### src/rtl/zol_pkg.sv
package zol_pkg;

    typedef enum logic [0:0] {
        SEQ_LINEAR  = 1'b0,
        SEQ_LOOPING = 1'b1
    } seq_state_t;

    typedef enum logic [1:0] {
        SEL_HOLD   = 2'd0,
        SEL_SEQ    = 2'd1,
        SEL_TOP    = 2'd2,
        SEL_BRANCH = 2'd3
    } addr_sel_t;

endpackage

### src/rtl/zol_loop_stack.sv
module zol_loop_stack #(
    parameter int AW    = 16,
    parameter int CW    = 16,
    parameter int DEPTH = 6,
    localparam int DW   = $clog2(DEPTH + 1)
) (
    input  logic          clk,
    input  logic          rst_n,
    input  logic          push,
    input  logic [AW-1:0] push_top,
    input  logic [AW-1:0] push_end,
    input  logic [CW-1:0] push_cnt,
    input  logic          pop,
    input  logic          dec,
    output logic [AW-1:0] tos_top,
    output logic [AW-1:0] tos_end,
    output logic [CW-1:0] tos_cnt,
    output logic [DW-1:0] depth,
    output logic          empty,
    output logic          full
);

    localparam logic [DW-1:0] DEPTH_W = DW'(DEPTH);
    localparam int            IW      = (DEPTH > 1) ? $clog2(DEPTH) : 1;

    logic [AW-1:0] top_q [DEPTH];
    logic [AW-1:0] end_q [DEPTH];
    logic [CW-1:0] cnt_q [DEPTH];
    logic [DW-1:0] depth_q;
    logic [IW-1:0] tos_idx;

    assign empty = (depth_q == '0);
    assign full  = (depth_q == DEPTH_W);
    assign depth = depth_q;

    always_comb begin
        if (empty) tos_idx = '0;
        else       tos_idx = IW'(depth_q - 1'b1);
    end

    assign tos_top = top_q[tos_idx];
    assign tos_end = end_q[tos_idx];
    assign tos_cnt = cnt_q[tos_idx];

    always_ff @(posedge clk) begin
        if (!rst_n)                depth_q <= '0;
        else if (push && !full)    depth_q <= depth_q + 1'b1;
        else if (pop && !empty)    depth_q <= depth_q - 1'b1;
    end

    for (genvar i = 0; i < DEPTH; i++) begin : g_entry
        always_ff @(posedge clk) begin
            if (!rst_n) begin
                top_q[i] <= '0;
                end_q[i] <= '0;
                cnt_q[i] <= '0;
            end else if (push && depth_q == DW'(i)) begin
                top_q[i] <= push_top;
                end_q[i] <= push_end;
                cnt_q[i] <= push_cnt;
            end else if (dec && depth_q == DW'(i + 1)) begin
                cnt_q[i] <= cnt_q[i] - 1'b1;
            end
        end
    end

    // depth never exceeds the configured number of entries
    p_depth_bound_r7: assert property (@(posedge clk) disable iff (!rst_n)
        depth_q <= DEPTH_W);

    // caller never pushes onto a full stack
    p_no_push_full_r9: assert property (@(posedge clk) disable iff (!rst_n)
        push |-> !full);

    // caller never pops or decrements an empty stack
    p_no_pop_empty_r10: assert property (@(posedge clk) disable iff (!rst_n)
        (pop || dec) |-> !empty);

    // an accepted push stores the requested end address on top
    p_push_lands_r3: assert property (@(posedge clk) disable iff (!rst_n)
        push |=> (tos_end == $past(push_end) && depth == $past(depth) + 1'b1));

endmodule

### src/rtl/zol_next_decide.sv
module zol_next_decide
    import zol_pkg::*;
#(
    parameter int AW = 16,
    parameter int CW = 16
) (
    input  logic          clk,
    input  logic          rst_n,
    input  logic          advance,
    input  logic          loop_start,
    input  logic          loop_pop,
    input  logic          branch_taken,
    input  logic          stk_empty,
    input  logic          stk_full,
    input  logic [AW-1:0] pc,
    input  logic [AW-1:0] tos_end,
    input  logic [CW-1:0] tos_cnt,
    output addr_sel_t     sel,
    output logic          do_push,
    output logic          do_pop,
    output logic          do_dec,
    output logic          set_ovf,
    output logic          set_unf
);

    logic end_hit;
    logic more_iters;
    logic loop_back;
    logic pop_cmd;

    assign pop_cmd    = loop_pop && !loop_start;
    assign end_hit    = advance && !branch_taken && !loop_start && !loop_pop
                        && !stk_empty && (pc == tos_end);
    assign more_iters = (tos_cnt > CW'(1));
    assign loop_back  = end_hit && more_iters;

    always_comb begin
        if (branch_taken)  sel = SEL_BRANCH;
        else if (!advance) sel = SEL_HOLD;
        else if (loop_back) sel = SEL_TOP;
        else               sel = SEL_SEQ;
    end

    always_comb begin
        do_push = loop_start && !stk_full;
        set_ovf = loop_start && stk_full;
        do_dec  = loop_back;
        do_pop  = (pop_cmd && !stk_empty) || (end_hit && !more_iters);
        set_unf = pop_cmd && stk_empty;
    end

    // at most one stack operation per cycle
    p_one_stack_op_r10: assert property (@(posedge clk) disable iff (!rst_n)
        $onehot0({do_push, do_pop, do_dec}));

    // a taken branch never consumes a loop iteration
    p_branch_no_dec_r8: assert property (@(posedge clk) disable iff (!rst_n)
        branch_taken |-> !do_dec);

endmodule

### src/rtl/zol_sequencer.sv
module zol_sequencer
    import zol_pkg::*;
#(
    parameter int            AW         = 16,
    parameter int            CW         = 16,
    parameter int            DEPTH      = 6,
    parameter logic [AW-1:0] RESET_ADDR = '0,
    localparam int           DW         = $clog2(DEPTH + 1)
) (
    input  logic          clk,
    input  logic          rst_n,
    input  logic          advance,
    input  logic          loop_start,
    input  logic [AW-1:0] loop_end,
    input  logic [CW-1:0] loop_count,
    input  logic          loop_pop,
    input  logic          branch_req,
    input  logic          branch_cond,
    input  logic          cond_flag,
    input  logic [AW-1:0] branch_target,
    output logic [AW-1:0] fetch_addr,
    output logic [DW-1:0] loop_depth,
    output logic          loop_active,
    output logic          stack_ovf,
    output logic          stack_unf
);

    seq_state_t    state_q, state_d;
    addr_sel_t     sel;
    logic [AW-1:0] pc_q, pc_d;
    logic          ovf_q, unf_q;
    logic          branch_taken;
    logic          do_push, do_pop, do_dec, set_ovf, set_unf;
    logic [AW-1:0] tos_top, tos_end;
    logic [CW-1:0] tos_cnt, push_cnt;
    logic [DW-1:0] depth;
    logic          stk_empty, stk_full;

    assign branch_taken = branch_req && (!branch_cond || cond_flag);
    assign push_cnt     = (loop_count == '0) ? CW'(1) : loop_count;

    zol_loop_stack #(.AW(AW), .CW(CW), .DEPTH(DEPTH)) u_stack (
        .clk      (clk),
        .rst_n    (rst_n),
        .push     (do_push),
        .push_top (pc_q + 1'b1),
        .push_end (loop_end),
        .push_cnt (push_cnt),
        .pop      (do_pop),
        .dec      (do_dec),
        .tos_top  (tos_top),
        .tos_end  (tos_end),
        .tos_cnt  (tos_cnt),
        .depth    (depth),
        .empty    (stk_empty),
        .full     (stk_full)
    );

    zol_next_decide #(.AW(AW), .CW(CW)) u_decide (
        .clk          (clk),
        .rst_n        (rst_n),
        .advance      (advance),
        .loop_start   (loop_start),
        .loop_pop     (loop_pop),
        .branch_taken (branch_taken),
        .stk_empty    (stk_empty),
        .stk_full     (stk_full),
        .pc           (pc_q),
        .tos_end      (tos_end),
        .tos_cnt      (tos_cnt),
        .sel          (sel),
        .do_push      (do_push),
        .do_pop       (do_pop),
        .do_dec       (do_dec),
        .set_ovf      (set_ovf),
        .set_unf      (set_unf)
    );

    always_comb begin
        unique case (sel)
            SEL_BRANCH: pc_d = branch_target;
            SEL_TOP:    pc_d = tos_top;
            SEL_SEQ:    pc_d = pc_q + 1'b1;
            SEL_HOLD:   pc_d = pc_q;
            default:    pc_d = pc_q;
        endcase
    end

    // Next-state logic: ENTER, EXIT, STAY_LINEAR, STAY_LOOPING
    always_comb begin
        state_d = state_q;
        unique case (state_q)
            SEQ_LINEAR:  if (do_push) state_d = SEQ_LOOPING;
            SEQ_LOOPING: if (do_pop && depth == DW'(1)) state_d = SEQ_LINEAR;
            default:     state_d = SEQ_LINEAR;
        endcase
    end

    // State register process
    always_ff @(posedge clk) begin
        if (!rst_n) begin
            state_q <= SEQ_LINEAR;
            pc_q    <= RESET_ADDR;
            ovf_q   <= 1'b0;
            unf_q   <= 1'b0;
        end else begin
            state_q <= state_d;
            pc_q    <= pc_d;
            ovf_q   <= ovf_q | set_ovf;
            unf_q   <= unf_q | set_unf;
        end
    end

    // Output process
    always_comb begin
        fetch_addr  = pc_q;
        loop_depth  = depth;
        loop_active = (state_q == SEQ_LOOPING);
        stack_ovf   = ovf_q;
        stack_unf   = unf_q;
    end

    // the state machine tracks the stack occupancy
    p_state_depth_r11: assert property (@(posedge clk) disable iff (!rst_n)
        loop_active == (loop_depth != '0));

    // loop-back lands on the loop top with no gap
    p_loopback_r4: assert property (@(posedge clk) disable iff (!rst_n)
        (advance && !branch_req && !loop_start && !loop_pop && loop_active
         && fetch_addr == tos_end && tos_cnt > CW'(1))
        |=> fetch_addr == $past(tos_top));

    // a taken branch wins the next address
    p_branch_wins_r8: assert property (@(posedge clk) disable iff (!rst_n)
        branch_taken |=> fetch_addr == $past(branch_target));

    // without advance or branch the address holds
    p_hold_r2: assert property (@(posedge clk) disable iff (!rst_n)
        (!advance && !branch_taken) |=> $stable(fetch_addr));

    // overflow flag is sticky
    p_ovf_sticky_r9: assert property (@(posedge clk) disable iff (!rst_n)
        stack_ovf |=> stack_ovf);

    // underflow flag is sticky
    p_unf_sticky_r10: assert property (@(posedge clk) disable iff (!rst_n)
        stack_unf |=> stack_unf);

endmodule

### config.mk
export PLATFORM = sky130hd
export DESIGN_NAME = zol_sequencer
export DESIGN_NICKNAME = d
export VERILOG_FILES = /design/src/rtl/zol_pkg.sv /design/src/rtl/zol_loop_stack.sv /design/src/rtl/zol_next_decide.sv /design/src/rtl/zol_sequencer.sv
export SDC_FILE = /design/constraint.sdc
export NUM_CORES = 1
export LEC_CHECK = 0
export CAP_MARGIN = 0
export CORE_MARGIN = 5
export CORE_UTILIZATION = 60
export CTS_CLUSTER_SIZE = 24
export DETAILED_ROUTE_END_ITERATION = 12
export HOLD_SLACK_MARGIN = 0.15
export MAX_ROUTING_LAYER = met4
export PLACE_DENSITY = 0.89
export SYNTH_ARGS = -nofsm -noshare
export SYNTH_HDL_FRONTEND = slang
export SYNTH_SLANG_ARGS = --single-unit
### constraint.sdc
create_clock -name clk -period 6.4 [get_ports clk]
set_input_delay 1.92 -clock clk [delete_from_list [all_inputs] [get_ports clk]]
set_output_delay 1.92 -clock clk [all_outputs]
set_load 0.01 [all_outputs]
# Word-level counts from Yosys, hierarchy flattened
# Memories as Yosys holds them, arrays and structs flattened.
# Cells that the tools add are included.
# totals
output_inout_bits	22
regBits	22
n_memories	3
input_bits	56
wordCells	174
ramBits	288
# mem_list
memory	depth	word_bits	read_ports	rd_ports_with_merged_regs	wr	line_no	source
u_stack.cnt_q	6	16	7	0	6	zol_loop_stack.sv:28	logic [CW-1:0] cnt_q [DEPTH];
u_stack.end_q	6	16	1	0	6	zol_loop_stack.sv:27	logic [AW-1:0] end_q [DEPTH];
u_stack.top_q	6	16	1	0	6	zol_loop_stack.sv:26	logic [AW-1:0] top_q [DEPTH];
# classes
n_bitwise	27
reduce_logical	41
eq_ne	10
order_cmp	1
n_addsub	9
muxes	78
# ops
op	n
2-to-1 mux 16 bit	25
subtractor 16 x 1 -> 16 bit, second input constant	6
case mux 16 bit (3 select lines)	1
2-to-1 mux 1 bit	45
logical AND 1 bit	28
OR 1 bit	26
adder 16 x 1 -> 16 bit, second input constant	1
== test 16 bit	1
greater-than comparator 16 x 1 -> 1 bit, second input constant	1
zero test 16 bit	1
== test 3 bit, second input constant	3
2-to-1 mux 3 bit	3
zero test 1 bit	7
== test 3 x 2 -> 1 bit, second input constant	2
2-to-1 mux 2 bit	3
== test 2 bit, second input constant	2
adder 3 x 1 -> 3 bit, second input constant	1
== test 3 x 1 -> 1 bit, second input constant	1
zero test 3 bit	1
subtractor 3 x 1 -> 3 bit, second input constant	1
== test 2 x 1 -> 1 bit, second input constant	1
zero test 2 bit	1
logical OR 1 bit	2
case mux 1 bit (2 select lines)	1
other kinds (2)	2

# Longest topological paths before layout
# logic_depth
ltp_word	16
depth_mapped	18
depth_no_buf	10

# Cells and area by module
# From an unflattened synthesis, not the netlist that was laid out.
# hier_totals
hier_cells	1581
area_unflattened_um2	17207.8
# modules_own_cells
mod	area_each_um2	seq_area_each_um2	instances	cells_each
zol_loop_stack	15444.8	8708.4	1	1343
zol_sequencer	1468.9	380.4	1	199
zol_next_decide	294.0	0.0	1	39

# Least setup slack after synthesis
# Ideal clock, no wire load.
# synth_path
kind	input-to-reg
from	in loop_start
to	mem u_stack.cnt_q[5][0] (enable)
t_arrival_ps	5226
setup_slack_ps	799
path_buffers	1
path_stages	4
required_time_ps	6025
setup_ps	375
cell_sequence	clkbuf_1 > nand2_1 > o21ai_0 > nand2b_1
# synth_lines
element	line_no	source
from (decl)	zol_sequencer.sv:13	input logic loop_start,
to (decl)	zol_loop_stack.sv:28	

==> impl_metrics.csv <==
group,metric,value,unit
timing,min_period,5.69,ns
clock_tree,cts_made_buffers,34,
timing,fin_worst_skew,0.0280,ns
global_route,grt_first_pass_wirelength,70.5,mm
synth,yosysUniqueCellTypes,76,
die,pin_count,78,
global_route,grt_max_degree,77,
timing,setup_tns,0,ns
clock_tree,cts-root-buf,"clkbuf_16",
die,dieArea,30700,um^2
place,dp.cells,1904,
timing,slew_headroom,11.5,%
power_and_ir_drop,power,5580,uW
synth,yosysSeqAreaShare,55.5,%
timing,tightest_slew,1.33,ns
clock_tree,cts_hold_buf,0,
clock_tree,insertion_delay,0.54,ns
cells_and_area,finish.utilization,68.4,%
global_route,antenna_found_initial,1,
synth,syn_inst,1559,
die,fp.dieW,175,um
synth,ys_dominant_reg_cell,"edfxtp_1",
die,start_util,60.9,%
setup_path,path_class,"reg -> reg",
clock_tree,cts_setup_buffers,0,
detailed_routing,ant_nets,0,
clock_tree,clk_path_buf_depth,3,
setup_path,crit_path_start_kind,"flip-flop",
global_route,grt_pass1_vias,12805,
cells_and_area,drive_gt1_share,6.53,%
clock_tree,cts_tree,"yes",
cells_and_area,layoutNonFillerInstCount,1966,
timing,finalSetupViolations,0,
die,row_count,60,
clock_tree,cts_resized,0,
timing,fmax,0.176,GHz
global_route,grtUsageMet2,47.1,%
synth,synth_area_per_cell,10.5,um^2
timing,fin_crit_sh,89.0,%
detailed_routing,drt-pass1-iter-count,8,
timing,hold_viol,0,
cells_and_area,layout.nets,1668,
setup_path,crit_required,6.55,ns
global_route,overflow,0,
cells_and_area,fillerInstances,1842,
synth,synth_top_cell_by_area,"edfxtp_1",
place,place.gp.congestion,0.961,
detailed_routing,vias,13026,
synth,yosysWarningCount,0,
place,portBuffers,77,
cells_and_area,area.growth.synth_to_final,12.3,%
hold_path,min_path_cells,1,
setup_path,cp_max_fo,30,
clock_tree,path_clk_slew,0.06,ns
hold_path,hold_path.class,"reg -> reg",
timing,rsz0062_at_grt,"no",
clock_tree,clock-sinks,310,
synth,ys_ff_latch,310,
job,cap_viol_max_count,0,
global_route,grt_util_all_layers,30.0,%
power_and_ir_drop,p_per_area,304,nW/um^2
detailed_routing,drc,0,
setup_path,worst_r2r_path_depth,11,
setup_path,end_kind,"flip-flop",
cells_and_area,layout_commonest_cell,"edfxtp_1",
synth,syn-num-nets,1628,
clock_tree,htreeDepth,2,
synth,synth-async-reset-ratio,0,%
global_route,grtUsageMet1,38.3,%
die,die_height,175,um
synth,synth_edf_count,288,
place,dpl.hpwl,29.3,mm
detailed_routing,drt_wl_total,45.4,mm
synth,syn_area,16400,um^2
die,core_area,26900,um^2
detailed_routing,drtIter0Drc,2168,
global_route,busiest_layer,"met2",
detailed_routing,via_per_inst,6.63,
cells_and_area,final_cell_mix,"288 x edfxtp_1, 203 x nand2_1, 140 x nor2_1, 113 x and2_1, 107 x o21ai_0",
synth,ys_top_cells_by_area,"edfxtp_1 53%, nand2_1 4.7%, and2_1 4.3%",
detailed_routing,wire_per_inst,23.1,um
setup_path,crit_arrival,5.84,ns
power_and_ir_drop,ir_worst_vdd,0.205,mV
power_and_ir_drop,leakagePower,0.00628,uW
synth,synth_top_area_share,52.9,%
global_route,met3_usage,6.75,%
timing,maxSlewViolCount,0,
run_status,status,"finished clean",
-- where the power goes --
part           switching [uW]  internal, uW
sequential                118          2390
clock                     837          1080
combinational             738           411
total                    1690          3890
-- sequential cells by signal (all words and copies together), names as in the netlist --
signal,flops
stack_ovf,1
fetch_addr,16
u_stack.depth,3
u_stack.end_q,96
u_stack.cnt_q,96
u_stack.top_q,96
loop_active,1
stack_unf,1
-- worst paths after layout --
check | start | end | slack (ns)
hold reg to reg | stack_unf | stack_unf | 0.47
setup / recovery | u_stack.depth[1] | u_stack.cnt_q[3][8] | 0.71
setup reg to reg | u_stack.depth[1] | u_stack.cnt_q[3][8] | 0.71
hold / removal | stack_unf | stack_unf | 0.47
-- layer usage --
metal / vias to the layer above / share of wire, % / routed length, um
li1: 5753 / - / -
met1: 6194 / 36 / 16500
met2: 905 / 47 / 21400
met3: 174 / 12 / 5510
met4: 0 / 4.3 / 1970
met5: - / 0 / 0
-- layout make-up --
| class | count | area [um^2] | share of cell area [%] |
|---|---|---|---|
| well taps | 341 | 427 | 2.32 |
| inverters | 25 | 93.8 | 0.511 |
| diodes | 1 | 2.50 | 0.0136 |
| clock inverters | 20 | 176 | 0.960 |
| flip-flops and latches | 310 | 9090 | 49.5 |
| multi-input cells | 1128 | 6730 | 36.6 |
| repair buffers | 100 | 938 | 5.11 |
| clock buffers | 41 | 917 | 4.99 |
-- stage by stage --
stage | cell area [um^2] | setup slack (ns) | hold WS (ns)
2_1_floorplan | 16400 | 0.799 | 0.478
3_3_place_gp | 17300 | 0.726 | 0.449
3_5_place_dp | 17300 | 0.661 | 0.462
4_1_cts | 18400 | 0.868 | 0.477
5_1_grt | 18400 | 0.479 | 0.488
6_report | 18400 | 0.706 | 0.472
-- synth_stat cells, drive strengths merged, types with 3 or more instances --
| cell type | number |
|---|---|
| buf | 31 |
| a21oi | 55 |
| clkbuf | 65 |
| mux2 | 14 |
| nor3 | 38 |
| dfxtp | 22 |
| o22ai | 3 |
| nor3b | 7 |
| mux2i | 27 |
| a211oi | 25 |
| xor2 | 26 |
| a222oi | 4 |
| nand4 | 9 |
| o21ai | 127 |
| and2 | 113 |
| or3 | 18 |
| nor2 | 142 |
| o2111ai | 3 |
| and3 | 24 |
| a31oi | 17 |
| and4 | 4 |
| a22oi | 5 |
| nand2b | 20 |
| nor4 | 37 |
| xnor2 | 77 |
| inv | 25 |
| nor2b | 9 |
| nand2 | 204 |
| a221oi | 21 |
| a211o | 3 |
| or4 | 6 |
| ha | 13 |
| nand3 | 36 |
| edfxtp | 288 |
-- logic make-up after synthesis --
family,Yosys count,share of synthesized area [%]
AND/OR/NAND/NOR,678,20.8
multiplexers,41,2.64
AO/OA/AOI/OAI,293,11.0
adder cells (fa/ha/maj),13,0.994
buffers and inverters,121,3.51
XOR/XNOR,103,5.51
flip-flops,310,55.5
-- worst max-delay path: stages, from the launching register on --
cell	delay, ns
dfxtp_1	0.38
inv_1	0.13
ha_1	0.78
and2b_1	0.87
nor4_1	0.07
and4b_1	0.25
o32ai_1	0.55
o2111ai_1	0.24
nor4_4	0.87
buf_4	0.46
nand3_1	0.13
nand2_1	0.57
Power figures use the tool's default switching activity.
